$ cat config.mk
export PLATFORM = sky130hd
export DESIGN_NAME = ser_frame_if
export DESIGN_NICKNAME = d
export VERILOG_FILES = /design/src/rtl/ser_frame_pkg.sv /design/src/rtl/ser_frame_sync.sv /design/src/rtl/ser_frame_shift.sv /design/src/rtl/ser_frame_decode.sv /design/src/rtl/ser_frame_keyout.sv /design/src/rtl/ser_frame_if.sv
export SDC_FILE = /design/constraint.sdc
export NUM_CORES = 1
export LEC_CHECK = 0
export ABC_AREA = 0
export BUFFER_PORTS_ARGS = -buffer_cell sky130_fd_sc_hd__buf_2
export CAP_MARGIN = 40
export CORE_ASPECT_RATIO = 2
export CORE_MARGIN = 3
export CORE_UTILIZATION = 45
export DETAILED_ROUTE_END_ITERATION = 8
export HOLD_SLACK_MARGIN = 0.08
export PLACE_DENSITY = 0.66
export SLEW_MARGIN = 20
export SYNTH_ARGS = -nofsm -noshare
export SYNTH_HDL_FRONTEND = slang
export SYNTH_SLANG_ARGS = --single-unit
$ cat constraint.sdc
create_clock -name clk -period 2.1 [get_ports clk]
set_input_delay 0.42 -clock clk [delete_from_list [all_inputs] [get_ports clk]]
set_output_delay 0.42 -clock clk [all_outputs]
set_load 0.02 [all_outputs]
$ cat src/rtl/ser_frame_pkg.sv
// Shared constants and mode codes for the serial frame interface.
package ser_frame_pkg;
    localparam int FRAME_BITS = 64;
    localparam int MODE_W     = 4;
    localparam int SEG_W      = 30;
    localparam int DIM_W      = 11;
    localparam int KEY_W      = 30;

    typedef enum logic [MODE_W-1:0] {
        MODE_GRID1 = 4'h1,
        MODE_GRID2 = 4'h2,
        MODE_DIM   = 4'h3,
        MODE_KREAD = 4'h4,
        MODE_KSTOP = 4'h5
    } frame_mode_e;
endpackage

$ cat src/rtl/ser_frame_sync.sv
// Two-stage resynchroniser for W asynchronous pad inputs.
// Assumes each input is stable for several clk cycles between changes.
module ser_frame_sync #(
    parameter int W = 3
) (
    input  logic         clk,
    input  logic         rst_n,
    input  logic [W-1:0] d_i,
    output logic [W-1:0] q_o
);
    logic [W-1:0] stage1;

    for (genvar i = 0; i < W; i++) begin : g_bit
        // Two flops per bit; reset to 0.
        always_ff @(posedge clk) begin
            if (!rst_n) begin
                stage1[i] <= 1'b0;
                q_o[i]    <= 1'b0;
            end else begin
                stage1[i] <= d_i[i];
                q_o[i]    <= stage1[i];
            end
        end
    end
endmodule

$ cat src/rtl/ser_frame_shift.sv
// Frame shift register with edge detection, edge counter and cascade tap.
// Shifts on synchronised serial-clock rising edges while chip select is
// high and hold_i is low. Outputs only the low FIELD_W bits for decode.
module ser_frame_shift #(
    parameter int FRAME_BITS = 64,
    parameter int FIELD_W    = 34
) (
    input  logic               clk,
    input  logic               rst_n,
    input  logic               cs_s,
    input  logic               sclk_s,
    input  logic               din_s,
    input  logic               hold_i,
    output logic [FIELD_W-1:0] field_o,
    output logic               cascade_o,
    output logic               shift_o,
    output logic               frame_end_o,
    output logic               frame_ok_o
);
    localparam int CNT_W = $clog2(FRAME_BITS + 2);
    localparam logic [CNT_W-1:0] CNT_FULL = CNT_W'(FRAME_BITS);
    localparam logic [CNT_W-1:0] CNT_SAT  = CNT_W'(FRAME_BITS + 1);

    logic                  sclk_q, cs_q;
    logic [CNT_W-1:0]      edge_cnt;
    logic [FRAME_BITS-1:0] sr;

    assign shift_o     = cs_s & sclk_s & ~sclk_q;
    assign frame_end_o = cs_q & ~cs_s;
    assign frame_ok_o  = frame_end_o & (edge_cnt == CNT_FULL) & ~hold_i;
    assign field_o     = sr[FIELD_W-1:0];

    // Previous values for edge detection.
    always_ff @(posedge clk) begin
        if (!rst_n) begin
            sclk_q <= 1'b0;
            cs_q   <= 1'b0;
        end else begin
            sclk_q <= sclk_s;
            cs_q   <= cs_s;
        end
    end

    // Count rising edges in the current select window, saturating past full.
    always_ff @(posedge clk) begin
        if (!rst_n) begin
            edge_cnt <= '0;
        end else if (cs_s & ~cs_q) begin
            edge_cnt <= '0;
        end else if (shift_o && edge_cnt != CNT_SAT) begin
            edge_cnt <= edge_cnt + 1'b1;
        end
    end

    // Shift accepted bits in at the bottom; the bit leaving the top feeds the tap.
    always_ff @(posedge clk) begin
        if (!rst_n) begin
            sr        <= '0;
            cascade_o <= 1'b0;
        end else if (shift_o && !hold_i) begin
            sr        <= {sr[FRAME_BITS-2:0], din_s};
            cascade_o <= sr[FRAME_BITS-1];
        end
    end
endmodule

$ cat src/rtl/ser_frame_decode.sv
// Mode decoder and output latches. Acts on a complete frame (frame_ok_i)
// and tracks the key-read state, which ends with the following window.
module ser_frame_decode
    import ser_frame_pkg::*;
#(
    parameter int FIELD_W = MODE_W + SEG_W
) (
    input  logic               clk,
    input  logic               rst_n,
    input  logic               frame_ok_i,
    input  logic               frame_end_i,
    input  logic [FIELD_W-1:0] field_i,
    output logic [SEG_W-1:0]   seg_g1_o,
    output logic [SEG_W-1:0]   seg_g2_o,
    output logic [DIM_W-1:0]   dim_word_o,
    output logic               ld_g1_o,
    output logic               ld_g2_o,
    output logic               ld_dim_o,
    output logic               ks_stop_o,
    output logic               key_load_o,
    output logic               read_active_o
);
    logic [MODE_W-1:0] mode;
    logic [SEG_W-1:0]  payload;

    assign mode    = field_i[MODE_W-1:0];
    assign payload = field_i[MODE_W+SEG_W-1:MODE_W];

    // Latch payloads and raise one-cycle strobes per mode code.
    always_ff @(posedge clk) begin
        if (!rst_n) begin
            seg_g1_o   <= '0;
            seg_g2_o   <= '0;
            dim_word_o <= '0;
            ld_g1_o    <= 1'b0;
            ld_g2_o    <= 1'b0;
            ld_dim_o   <= 1'b0;
            ks_stop_o  <= 1'b0;
            key_load_o <= 1'b0;
        end else begin
            ld_g1_o    <= 1'b0;
            ld_g2_o    <= 1'b0;
            ld_dim_o   <= 1'b0;
            ks_stop_o  <= 1'b0;
            key_load_o <= 1'b0;
            if (frame_ok_i) begin
                case (mode)
                    MODE_GRID1: begin
                        seg_g1_o <= payload;
                        ld_g1_o  <= 1'b1;
                    end
                    MODE_GRID2: begin
                        seg_g2_o <= payload;
                        ld_g2_o  <= 1'b1;
                    end
                    MODE_DIM: begin
                        dim_word_o <= payload[DIM_W-1:0];
                        ld_dim_o   <= 1'b1;
                    end
                    MODE_KREAD: key_load_o <= 1'b1;
                    MODE_KSTOP: ks_stop_o  <= 1'b1;
                    default: ;
                endcase
            end
        end
    end

    // Key-read state: set by a read command, cleared when the next window closes.
    always_ff @(posedge clk) begin
        if (!rst_n) begin
            read_active_o <= 1'b0;
        end else if (frame_ok_i && mode == MODE_KREAD) begin
            read_active_o <= 1'b1;
        end else if (frame_end_i) begin
            read_active_o <= 1'b0;
        end
    end
endmodule

$ cat src/rtl/ser_frame_keyout.sv
// Key readout serialiser: captures key bits on key_load_i and presents
// them MSB first, advancing one bit after each accepted rising edge.
module ser_frame_keyout #(
    parameter int KEY_W = 30
) (
    input  logic             clk,
    input  logic             rst_n,
    input  logic             key_load_i,
    input  logic [KEY_W-1:0] key_i,
    input  logic             shift_i,
    input  logic             read_active_i,
    input  logic             cs_s,
    output logic             sdo_o,
    output logic             oe_o
);
    logic [KEY_W-1:0] kr;

    assign oe_o  = read_active_i & cs_s;
    assign sdo_o = oe_o & kr[KEY_W-1];

    // Capture on command, then shift left once per edge of the read window.
    always_ff @(posedge clk) begin
        if (!rst_n) begin
            kr <= '0;
        end else if (key_load_i) begin
            kr <= key_i;
        end else if (shift_i && read_active_i) begin
            kr <= {kr[KEY_W-2:0], 1'b0};
        end
    end
endmodule

$ cat src/rtl/ser_frame_if.sv
// Top of the chip-select serial frame interface: resynchronises the pads,
// shifts frames, decodes the mode field and serves key reads. Assumes the
// serial clock phases last at least four clk cycles each.
module ser_frame_if
    import ser_frame_pkg::*;
(
    input  logic             clk,
    input  logic             rst_n,
    input  logic             cs_i,
    input  logic             sclk_i,
    input  logic             sdio_in_i,
    output logic             sdio_out_o,
    output logic             sdio_oe_o,
    output logic             cascade_o,
    input  logic [KEY_W-1:0] key_data_i,
    output logic [SEG_W-1:0] seg_g1_o,
    output logic [SEG_W-1:0] seg_g2_o,
    output logic [DIM_W-1:0] dim_word_o,
    output logic             ld_g1_o,
    output logic             ld_g2_o,
    output logic             ld_dim_o,
    output logic             ks_stop_o,
    output logic             ks_read_o
);
    localparam int FIELD_W = MODE_W + SEG_W;

    logic [2:0]         pads_s;
    logic               cs_s, sclk_s, din_s;
    logic [FIELD_W-1:0] field;
    logic               shift, frame_end, frame_ok, key_load, read_active;

    assign cs_s      = pads_s[2];
    assign sclk_s    = pads_s[1];
    assign din_s     = pads_s[0];
    assign ks_read_o = read_active;

    ser_frame_sync #(.W(3)) sync_i (
        .clk   (clk),
        .rst_n (rst_n),
        .d_i   ({cs_i, sclk_i, sdio_in_i}),
        .q_o   (pads_s)
    );

    ser_frame_shift #(.FRAME_BITS(FRAME_BITS), .FIELD_W(FIELD_W)) shift_i (
        .clk         (clk),
        .rst_n       (rst_n),
        .cs_s        (cs_s),
        .sclk_s      (sclk_s),
        .din_s       (din_s),
        .hold_i      (read_active),
        .field_o     (field),
        .cascade_o   (cascade_o),
        .shift_o     (shift),
        .frame_end_o (frame_end),
        .frame_ok_o  (frame_ok)
    );

    ser_frame_decode #(.FIELD_W(FIELD_W)) decode_i (
        .clk           (clk),
        .rst_n         (rst_n),
        .frame_ok_i    (frame_ok),
        .frame_end_i   (frame_end),
        .field_i       (field),
        .seg_g1_o      (seg_g1_o),
        .seg_g2_o      (seg_g2_o),
        .dim_word_o    (dim_word_o),
        .ld_g1_o       (ld_g1_o),
        .ld_g2_o       (ld_g2_o),
        .ld_dim_o      (ld_dim_o),
        .ks_stop_o     (ks_stop_o),
        .key_load_o    (key_load),
        .read_active_o (read_active)
    );

    ser_frame_keyout #(.KEY_W(KEY_W)) keyout_i (
        .clk           (clk),
        .rst_n         (rst_n),
        .key_load_i    (key_load),
        .key_i         (key_data_i),
        .shift_i       (shift),
        .read_active_i (read_active),
        .cs_s          (cs_s),
        .sdo_o         (sdio_out_o),
        .oe_o          (sdio_oe_o)
    );
endmodule

==> flow_summary.json <==
{
  "fin_setup_tns_ns": 0,
  "cts_tree": "built",
  "cts_root_buffer": "clkbuf_16",
  "area_growth_pct": 19.2,
  "antenna_found_initial": 0,
  "avgSynthCellArea_um2": 9.25,
  "die-area_um2": 17700,
  "synthesis.area_um2": 7210,
  "crit_family": "simple AND/OR/NAND/NOR gates",
  "dpl_cell_area_um2": 8020,
  "n_fill_cell": 1446,
  "via_per_inst": 4.99,
  "htree_levels": 4,
  "critPathLaunch": "shift_i.edge_cnt[0]$_SDFFE_PP0P_",
  "rsz0062_at_grt": "yes",
  "worst-endpoint-required_ns": 2.44,
  "min-delay-start": "cs_i",
  "drv_cap": 0,
  "cpPeakStageDelay_ns": 0.48,
  "setup_viol": 0,
  "row_count": 64,
  "status": "finished clean",
  "setup_slack_ns": 0.119,
  "place_congestion": 0.765,
  "final_hold_viol_count": 0,
  "endpoint_kind": "flip-flop",
  "multi_input_area_um2": 3220,
  "synth_warnings": 0,
  "ir_drop_v": 0.000578,
  "clock_latency_ns": 0.43,
  "register_area_um2": 3740,
  "synthArstFlopShare_pct": 0,
  "diodes": 0,
  "syn_inst": 780,
  "skew_ns": 0.0118,
  "critical_path.slowest_cell": "or4bb_1",
  "finalNetCount": 908,
  "core_area_um2": 15500,
  "final_cell_mix": "nand2_1, dfxtp_1, buf_2",
  "initial_core_util_pct": 46.4,
  "arrival_ns": 2.32,
  "fp.dieH_um": 185,
  "worstSetupPathType": "reg -> reg",
  "grt_first_pass_wirelength_um": 23000,
  "finalCritPeriodShare_pct": 94.3,
  "cts_setup_buffers": 0,
  "clock-sinks": 187,
  "port_buffers": 113,
  "drt-total-wl_um": 13800,
  "final_common_cell": "nand2_1",
  "cts_buffers": 17,
  "drc_errors": 0,
  "ant_nets": 0,
  "synth_nets": 818,
  "drt_iter0_drc": 174,
  "ioPinCount": 114,
  "finalCriticalPeriod_ns": 1.98,
  "cts_resized": 0,
  "power.leakage_nw": 3.66,
  "relSlewSlack_pct": 65.8,
  "yosysSeqAreaShare_pct": 51.9,
  "r2r-start": "shift_i.edge_cnt[0]$_SDFFE_PP0P_",
  "synth-seq-cells": 187,
  "crit_buf_inv": 2,
  "layout-drive-gt1-share_pct": 18.5,
  "pre_cts_slack_ns": 0.159,
  "overflow": 0,
  "first_pass_iters": 4,
  "cp-start-kind": "flip-flop",
  "clockBufferDepth": 2,
  "grt_max_degree": 66,
  "post-dp-hpwl_um": 9180,
  "hold_slack_ns": 0.204,
  "fp.dieW_um": 95.5,
  "cp_max_fo": 30,
  "synth_flop_cell": "dfxtp_1",
  "ys_types": 38,
  "vias": 5392,
  "min_path_type": "in -> reg",
  "cp_cell_sequence": "inv_1 > ha_1 > or4bb_1 > nor4_4 > buf_12 > mux2i_1",
  "grt_pass1_vias": 4990,
  "tightest_slew_ns": 0.507,
  "fmaxAchievable_ghz": 0.505,
  "clk_pin_slew_worst_paths_ns": 0.07,
  "wl_per_cell_um": 12.8,
  "design_area_um2": 8600,
  "grt.total_usage_pct": 16.1,
  "synth_edf_count": 0,
  "slew_viol_final": 0,
  "powerDensity_nw_per_um2": 795
}
-- per-layer routing --
| layer | share of wire [%] | track usage [%] | vias up |
|---|---|---|---|
| met2 | 52 | 28.6 | 110 |
| met4 | 1.2 | 5.99 | 0 |
| li1 | - | - | 2807 |
| met5 | 0 | 0 | - |
| met3 | 4.1 | 3.50 | 10 |
| met1 | 43 | 18.7 | 2465 |
-- power breakdown --
group          internal, W  total, W  switching, W
Clock              0.00177   0.00312       0.00135
Combinational    0.0000709  0.000158     0.0000873
Sequential         0.00355   0.00356    0.00000406
Total              0.00539   0.00684       0.00144
-- cells in the mapped netlist, types with 5 or more instances --
cell	n	area share [%]
nand2_1	234	12
dfxtp_1	187	52
mux2i_1	103	14
a21boi_1	51	5.3
clkbuf_1	38	2.0
a21oi_1	34	2.4
o21ai_0	32	2.2
a21boi_0	16	1.7
buf_2	13	0.90
and2_1	10	0.87
nand3_1	9	0.62
inv_1	7	0.36
nand4_1	5	0.43
-- path summary, 6_finish.rpt --
path                                       endpoint  slack, ns  cells after the start
setup / recovery  decode_i.seg_g1_o[1]$_SDFFE_PN0P_       0.12                      6
hold / removal          sync_i.stage1[2]$_SDFF_PN0_       0.20                      2
setup reg to reg  decode_i.seg_g1_o[1]$_SDFFE_PN0P_       0.12                      6
hold reg to reg            sync_i.q_o[0]$_SDFF_PN0_       0.43                      1
-- flip-flops by register name (all words and copies together) (netlist names), 3 cells and up --
signal	count
keyout_i.kr	30
sync_i.stage1	3
decode_i.seg_g1_o	30
shift_i.edge_cnt	7
decode_i.dim_word_o	11
shift_i.sr	64
decode_i.seg_g2_o	30
sync_i.q_o	3
-- logic make-up after synthesis --
family	after synthesis	synth area share, %
AND/OR/NAND/NOR	287	17.5
flip-flops	187	51.9
AO/OA/AOI/OAI	136	11.9
multiplexers	103	14.3
buffers and inverters	64	3.87
adder cells (fa/ha/maj)	3	0.521
-- stage by stage --
stage | util, % | total power (W) | cells
after floorplan | - | 0.00373 | 780
after global placement | 51.6 | 0.00380 | 1049
after detailed placement | 51.6 | 0.00380 | 1049
after CTS | 55.4 | 0.00693 | 1081
after global routing | 55.4 | 0.00708 | 1081
final | 55.4 | 0.00684 | 1081
-- worst register-to-register path: cells and delay by family, from the launching register on --
family / cells / cell delay, ns
mux: 1 / 0.25
fa+ha+maj: 1 / 0.15
flops: 1 / 0.37
buf+inv: 2 / 0.36
simple gates: 2 / 0.77
-- repair_timing --
item	CTS	global route
endpoints found under the hold margin	0	0
hold buffers	0	0
setup endpoints to repair	0	5
-- cell type report --
| class | instances | area share, % |
|---|---|---|
| Sequential cell | 187 | 43.5 |
| Timing Repair Buffer | 128 | 9.12 |
| Clock buffer | 20 | 5.08 |
| Inverter | 7 | 0.306 |
| Clock inverter | 12 | 1.63 |
| Tap cell | 198 | 2.88 |
| Multi-Input combinational cell | 529 | 37.5 |
(Power assumes the default switching activity.)
